**config.mk**
```make
export PLATFORM = sky130hd
export DESIGN_NAME = sb_store_buffer
export DESIGN_NICKNAME = d
export VERILOG_FILES = /design/src/rtl/sb_pkg.sv /design/src/rtl/sb_retire_match.sv /design/src/rtl/sb_fence_ctrl.sv /design/src/rtl/sb_store_buffer.sv
export SDC_FILE = /design/constraint.sdc
export NUM_CORES = 2
export LEC_CHECK = 0
export ABC_AREA = 1
export ABC_CLOCK_PERIOD_IN_PS = 11200
export BUFFER_PORTS_ARGS = -buffer_cell sky130_fd_sc_hd__buf_2
export CORE_UTILIZATION = 30
export CTS_CLUSTER_DIAMETER = 100
export DETAILED_ROUTE_END_ITERATION = 6
export PLACE_DENSITY = 0.48
export SLEW_MARGIN = 5
export SYNTH_ARGS = -nofsm -noshare
export SYNTH_HDL_FRONTEND = slang
export SYNTH_SLANG_ARGS = --single-unit
```
**constraint.sdc**
```tcl
create_clock -name clk -period 11.2 [get_ports clk]
set_clock_uncertainty 0.2 [all_clocks]
set_input_delay 0.56 -clock clk [delete_from_list [all_inputs] [get_ports clk]]
set_output_delay 0.56 -clock clk [all_outputs]
set_load 0.1 [all_outputs]
```
**src/rtl/sb_pkg.sv**
```systemverilog
package sb_pkg;
    typedef enum logic [1:0] {
        F_IDLE  = 2'd0,
        F_DRAIN = 2'd1,
        F_READY = 2'd2
    } fence_state_e;
endpackage

```
**src/rtl/sb_retire_match.sv**
```systemverilog
module sb_retire_match #(
    parameter int DEPTH = 16,
    parameter int ROBW  = 7,
    parameter int NRET  = 3
) (
    input  logic [NRET-1:0]       ret_ready,
    input  logic [NRET*ROBW-1:0]  ret_rob,
    input  logic [DEPTH*ROBW-1:0] ent_rob,
    input  logic [DEPTH-1:0]      elig,
    output logic                  pat_ok,
    output logic [DEPTH-1:0]      hit
);
    logic [NRET-1:0] active;

    // contiguous run of ones from the oldest pointer
    assign pat_ok = (ret_ready != '0) &&
                    ((ret_ready & (ret_ready + NRET'(1))) == '0);
    assign active = pat_ok ? ret_ready : '0;

    always_comb begin
        hit = '0;
        for (int e = 0; e < DEPTH; e++) begin
            for (int k = 0; k < NRET; k++) begin
                if (active[k] &&
                    ret_rob[k*ROBW +: ROBW] == ent_rob[e*ROBW +: ROBW]) begin
                    hit[e] = elig[e];
                end
            end
        end
    end
endmodule

```
**src/rtl/sb_fence_ctrl.sv**
```systemverilog
module sb_fence_ctrl
    import sb_pkg::*;
#(
    parameter int CNTW = 5
) (
    input  logic            clk,
    input  logic            rst_n,
    input  logic            fence_req,
    input  logic            flush,
    input  logic            drain_fire,
    input  logic [CNTW-1:0] occ,
    output logic            fence_ready
);
    fence_state_e    state_q, state_d;
    logic [CNTW-1:0] rem_q, rem_d;
    logic [CNTW-1:0] older;

    assign older = occ - CNTW'(drain_fire);

    always_ff @(posedge clk) begin
        if (!rst_n) begin
            state_q <= F_IDLE;
            rem_q   <= '0;
        end else begin
            state_q <= state_d;
            rem_q   <= rem_d;
        end
    end

    always_comb begin
        state_d = state_q;
        rem_d   = rem_q;
        unique case (state_q)
            F_IDLE: begin
                if (fence_req && !flush) begin
                    rem_d   = older;
                    state_d = (older == '0) ? F_READY : F_DRAIN;
                end
            end
            F_DRAIN: begin
                if (flush) begin
                    state_d = F_IDLE;
                end else if (drain_fire) begin
                    rem_d = rem_q - CNTW'(1);
                    if (rem_q == CNTW'(1)) state_d = F_READY;
                end
            end
            F_READY: state_d = F_IDLE;
            default: state_d = F_IDLE;
        endcase
    end

    always_comb begin
        fence_ready = (state_q == F_READY);
    end

    a_r7_ready_pulse: assert property (@(posedge clk) disable iff (!rst_n)
        fence_ready |=> !fence_ready);
    a_r8_flush_cancels_fence: assert property (@(posedge clk) disable iff (!rst_n)
        (state_q == F_DRAIN && flush) |=> state_q == F_IDLE);
endmodule

```
**src/rtl/sb_store_buffer.sv**
```systemverilog
module sb_store_buffer #(
    parameter int DEPTH = 16,
    parameter int ROBW  = 7,
    parameter int TAGW  = 20,
    parameter int DATAW = 32,
    parameter int NRET  = 3,
    localparam int IDXW = $clog2(DEPTH),
    localparam int CNTW = IDXW + 1
) (
    input  logic                 clk,
    input  logic                 rst_n,
    input  logic                 alloc_valid,
    input  logic [ROBW-1:0]      alloc_rob_id,
    output logic [IDXW-1:0]      alloc_sbid,
    output logic                 sb_full,
    output logic                 sb_empty,
    input  logic                 addr_valid_in,
    input  logic [IDXW-1:0]      addr_sbid,
    input  logic [TAGW-1:0]      addr_tag,
    input  logic                 data_valid_in,
    input  logic [IDXW-1:0]      data_sbid,
    input  logic [DATAW-1:0]     data_value,
    input  logic [NRET-1:0]      ret_ready,
    input  logic [NRET*ROBW-1:0] ret_rob,
    input  logic                 flush,
    output logic                 cache_req,
    output logic [IDXW-1:0]      cache_sbid,
    output logic [TAGW-1:0]      cache_tag,
    output logic [DATAW-1:0]     cache_data,
    input  logic                 cache_done,
    input  logic                 fence_req,
    output logic                 fence_ready
);
    // per-entry state; DEPTH must be a power of two so indices wrap
    logic [DEPTH-1:0] vld_q, av_q, dv_q, sa_q, sd_q;
    logic [ROBW-1:0]  rob_q  [DEPTH];
    logic [TAGW-1:0]  tag_q  [DEPTH];
    logic [DATAW-1:0] data_q [DEPTH];
    logic [IDXW-1:0]  head_q, tail_q;
    logic [CNTW-1:0]  cnt_q;

    logic [DEPTH*ROBW-1:0] rob_flat;
    logic [DEPTH-1:0]      elig, ret_hit;
    logic                  pat_ok;
    logic                  alloc_fire, drain_fire;
    logic [CNTW-1:0]       sen_cnt;

    for (genvar g = 0; g < DEPTH; g++) begin : g_flat
        assign rob_flat[g*ROBW +: ROBW] = rob_q[g];
    end

    assign elig = vld_q & av_q & ~sa_q & {DEPTH{~flush}};

    sb_retire_match #(.DEPTH(DEPTH), .ROBW(ROBW), .NRET(NRET)) u_match (
        .ret_ready (ret_ready),
        .ret_rob   (ret_rob),
        .ent_rob   (rob_flat),
        .elig      (elig),
        .pat_ok    (pat_ok),
        .hit       (ret_hit)
    );

    assign sb_full    = (cnt_q == CNTW'(DEPTH));
    assign sb_empty   = (cnt_q == '0);
    assign alloc_sbid = tail_q;
    assign alloc_fire = alloc_valid & ~sb_full & ~flush;

    assign cache_req  = vld_q[head_q] & sa_q[head_q] & sd_q[head_q] &
                        av_q[head_q] & dv_q[head_q];
    assign cache_sbid = head_q;
    assign cache_tag  = tag_q[head_q];
    assign cache_data = data_q[head_q];
    assign drain_fire = cache_req & cache_done;

    assign sen_cnt = CNTW'($countones(vld_q & sa_q));

    always_ff @(posedge clk) begin
        if (!rst_n) begin
            vld_q  <= '0;
            av_q   <= '0;
            dv_q   <= '0;
            sa_q   <= '0;
            sd_q   <= '0;
            head_q <= '0;
            tail_q <= '0;
            cnt_q  <= '0;
            for (int i = 0; i < DEPTH; i++) begin
                rob_q[i]  <= '0;
                tag_q[i]  <= '0;
                data_q[i] <= '0;
            end
        end else begin
            for (int i = 0; i < DEPTH; i++) begin
                if (addr_valid_in && addr_sbid == IDXW'(i) && vld_q[i]) begin
                    av_q[i]  <= 1'b1;
                    tag_q[i] <= addr_tag;
                end
                if (data_valid_in && data_sbid == IDXW'(i) && vld_q[i]) begin
                    dv_q[i]   <= 1'b1;
                    data_q[i] <= data_value;
                end
                if (ret_hit[i]) begin
                    sa_q[i] <= 1'b1;
                    sd_q[i] <= 1'b1;
                end
            end
            if (drain_fire) begin
                vld_q[head_q] <= 1'b0;
                av_q[head_q]  <= 1'b0;
                dv_q[head_q]  <= 1'b0;
                sa_q[head_q]  <= 1'b0;
                sd_q[head_q]  <= 1'b0;
                head_q        <= head_q + IDXW'(1);
            end
            if (alloc_fire) begin
                vld_q[tail_q] <= 1'b1;
                av_q[tail_q]  <= 1'b0;
                dv_q[tail_q]  <= 1'b0;
                sa_q[tail_q]  <= 1'b0;
                sd_q[tail_q]  <= 1'b0;
                rob_q[tail_q] <= alloc_rob_id;
                tail_q        <= tail_q + IDXW'(1);
            end
            if (flush) begin
                for (int i = 0; i < DEPTH; i++) begin
                    if (!sa_q[i]) begin
                        vld_q[i] <= 1'b0;
                        av_q[i]  <= 1'b0;
                        dv_q[i]  <= 1'b0;
                        sd_q[i]  <= 1'b0;
                    end
                end
                tail_q <= head_q + sen_cnt[IDXW-1:0];
                cnt_q  <= sen_cnt - CNTW'(drain_fire);
            end else begin
                cnt_q <= cnt_q + CNTW'(alloc_fire) - CNTW'(drain_fire);
            end
        end
    end

    sb_fence_ctrl #(.CNTW(CNTW)) u_fence (
        .clk         (clk),
        .rst_n       (rst_n),
        .fence_req   (fence_req),
        .flush       (flush),
        .drain_fire  (drain_fire),
        .occ         (cnt_q),
        .fence_ready (fence_ready)
    );

    a_r9_no_overflow: assert property (@(posedge clk) disable iff (!rst_n)
        cnt_q <= CNTW'(DEPTH));
    a_r9_full_holds: assert property (@(posedge clk) disable iff (!rst_n)
        (sb_full && !drain_fire && !flush) |=> sb_full);
    a_r2_senior_needs_addr: assert property (@(posedge clk) disable iff (!rst_n)
        (vld_q & sa_q & ~av_q) == '0);
    a_r3_no_retire_unless_pattern: assert property (@(posedge clk) disable iff (!rst_n)
        !pat_ok |=> ((sa_q & ~$past(sa_q)) == '0));
    a_r5_head_held: assert property (@(posedge clk) disable iff (!rst_n)
        (cache_req && !cache_done) |=> (cache_req && $stable(cache_sbid)));
    a_r6_head_advances: assert property (@(posedge clk) disable iff (!rst_n)
        drain_fire |=> head_q == IDXW'($past(head_q) + IDXW'(1)));
endmodule

```
==> flow_metrics.env <==
export IMPL_clk_pin_slew_ns=0.07
export IMPL_grt_setup_unrepaired="no"
export IMPL_cts_buffers=119
export IMPL_crit_type="reg -> reg"
export IMPL_hold_path_class="in -> reg"
export IMPL_setup_violations=0
export IMPL_area_growth_pct=12.9
export IMPL_holdBufCountCts=1
export IMPL_tns_ns=0
export IMPL_coreArea_um2=168000
export IMPL_hpwl_um=98000
export IMPL_grt_use_met2_pct=30.9
export IMPL_finalPower_w=0.00884
export IMPL_synth_seq_cells=1048
export IMPL_grt_use_met3_pct=2.48
export IMPL_synth_async_reset_ratio_pct=0
export IMPL_whs_ns=0.0876
export IMPL_crit_arrival_ns=6.49
export IMPL_syn_inst=5040
export IMPL_globalRouteOverflowTotal=0
export IMPL_start_kind="flop"
export IMPL_synth_area_top_cells="edfxtp_1 56%, nor2_1 6.8%, mux2i_1 4.1%, dfxtp_1 4.1%, nand2_1 4.0%"
export IMPL_finalNetCount=5185
export IMPL_tightest_slew_ns=1.34
export IMPL_gp_routability_congestion=0.916
export IMPL_vias_per_cell=5.02
export IMPL_synth_ff_type="edfxtp_1"
export IMPL_yosys_area_top_type="edfxtp_1"
export IMPL_setup_ws_ns=5.21
export IMPL_yosysSeqAreaShare_pct=59.8
export IMPL_grt_busiest_layer="met2"
export IMPL_crit_fanout=30
export IMPL_grt_total_usage_pct=19.4
export IMPL_synth_edf_count=944
export IMPL_avgRoutedWirePerCell_um=22.9
export IMPL_ant_nets=0
export IMPL_max_freq_ghz=0.167
export IMPL_vias=36900
export IMPL_boundaryPins=163
export IMPL_dr_pass1_iters=5
export IMPL_cts_max_level=3
export IMPL_p_per_area_nw_per_um2=154
export IMPL_critPathCaptureType="flop"
export IMPL_met1_usage_pct=27.3
export IMPL_grt_start_max_net_pins=180
export IMPL_num_rows=150
export IMPL_rrSetupSlack_ns=5.21
export IMPL_clk_insertion_delay_late_ns=0.77
export IMPL_irDropWorstVdd_mv=0.139
export IMPL_hold_viol=0
export IMPL_clk_path_buf_depth=3
export IMPL_place_ws_ns=5.37
export IMPL_ys_types=41
export IMPL_slew_limit_headroom_pct=10.8
export IMPL_synth_avg_cell_area_um2=10.1
export IMPL_fin_crit_sh_pct=53.5
export IMPL_die_y_um=414
export IMPL_drc=0
export IMPL_yosysWarnings=0
export IMPL_grt_antenna_before_repair=8
export IMPL_post_cts_repair_setup_buffers=0
export IMPL_final_layout_size_suffix_gt1_share_pct=8.69
export IMPL_syn_nets=5180
export IMPL_cts_root_buf="clkbuf_16"
export IMPL_port_buffers=162
export IMPL_yosysTopAreaCellShare_pct=55.7
export IMPL_drt_wl_total_um=169000
export IMPL_min_period_ns=5.99
export IMPL_die_x_um=414
export IMPL_start_util_pct=30.3
export IMPL_leakagePower_nw=21.1
export IMPL_slew_violations=0
export IMPL_cts_sink_count=1048
export IMPL_max_cap_violations=0
export IMPL_drtIter0Drc=3217
export IMPL_grt_pass1_wl_um=244000
export IMPL_cts_tree="yes"
export IMPL_die_area_um2=171000
export IMPL_status="finished clean"
export IMPL_crit_required_ns=11.70
export IMPL_cts_resized=0
export IMPL_grt_pass1_vias=35000
export IMPL_synth_area_um2=50900
==> placed cells by master (no fill, tap or decap), drive strengths merged, types with 50 or more instances in the layout <==
cell,netlist,final
a21oi,243,243
edfxtp,944,944
mux2i,210,210
clkbuf,263,156
o21ai,295,295
nand3,171,171
dfxtp,104,104
nand4,50,50
clkinv,6,62
buf,85,231
nor2,929,929
nand2,536,536
o211ai,217,217
nor3,81,81
xnor2,70,70
inv,505,507
xor2,205,205
==> Yosys cell counts, drive strengths merged (13+ instances only) <==
cell type  instances
edfxtp           944
nor2             929
nand2            536
inv              505
o21ai            295
clkbuf           263
a21oi            243
o211ai           217
mux2i            210
xor2             205
nand3            171
dfxtp            104
buf               85
nor3              81
xnor2             70
nand4             50
ha                29
nor4              28
a31oi             16
or2               13
==> flip-flops by register name (all words and copies together), names as in the netlist, named ones only <==
register and cells:
vld_q 16, rob_q 112, alloc_sbid 4, u_fence.state_q 2, sa_q 16, dv_q 16, data_q 512, cnt_q 5
cache_sbid 4, u_fence.rem_q 5, sd_q 16, tag_q 320, av_q 16
==> where the power goes <==
group	internal, W	switching [W]
Clock	0.00210	0.00166
Sequential	0.00443	0.0000579
Combinational	0.000139	0.000452
==> through the flow <==
stage,cell area [um^2],utilization (%),std cells
final,57400,34.2,7351
after global routing,57400,34.2,7351
after CTS,57400,34.2,7349
after detailed placement,53700,32.0,7127
after global placement,53700,32.0,7127
after floorplan,50900,-,5040
==> critical path: stages, from the launching register on <==
cell      delay (ns)
dfxtp_1         1.08
inv_1           0.72
nand3_1         0.28
nand2_1         0.07
nand2_1         0.06
nand2_1         0.06
nor2_1          0.08
nand2_1         0.12
nor2_4          0.41
nand3_2         0.81
inv_1           0.41
ha_1            0.30
inv_1           0.06
ha_1            0.16
inv_1           0.06
fa_1            0.42
o21bai_1        0.15
a21oi_1         0.09
xor2_1          0.13
nand2_1         0.07
a21oi_1         0.15
==> cells by family (layout without fill, tap and decap cells) <==
group,after synthesis,after routing,share of synthesized area [%]
other,0,2,0
buffers and inverters,859,964,6.53
adder cells (fa/ha/maj),41,41,1.19
AND/OR/NAND/NOR,1814,1814,14.6
XOR/XNOR,275,275,4.73
AO/OA/AOI/OAI,792,792,8.99
multiplexers,211,211,4.15
flip-flops,1048,1048,59.8
==> metal layers <==
| layer | part of all wire [%] | vias to the layer above |
|---|---|---|
| li1 | - | 17100 |
| met1 | 45 | 18400 |
| met2 | 46 | 1153 |
| met3 | 5.8 | 236 |
| met4 | 2.7 | 4 |
| met5 | 0.010 | - |
==> final cells by class <==
class | instances | area (um^2)
well taps | 2204 | 2760
inverters | 511 | 1930
repair buffers | 232 | 1370
multi-input cells | 3133 | 17200
clock buffers | 156 | 3200
fillers | 17100 | 110000
diodes | 2 | 5.00
flip-flops and latches | 1048 | 30400
clock inverters | 65 | 502
==> worst paths after layout <==
| kind | startpoint | to | depth (start not counted) |
|---|---|---|---|
| setup / recovery | cache_sbid[1]$_SDFFE_PN0N_ | cnt_q[4]$_SDFF_PN0_ | 20 |
| hold / removal | alloc_valid | alloc_sbid[2]$_SDFFE_PN0P_ | 4 |
| setup reg to reg | cache_sbid[1]$_SDFFE_PN0N_ | cnt_q[4]$_SDFF_PN0_ | 20 |
| hold reg to reg | dv_q[5]$_SDFF_PN0_ | dv_q[5]$_SDFF_PN0_ | 2 |
(Power assumes the default switching activity.)
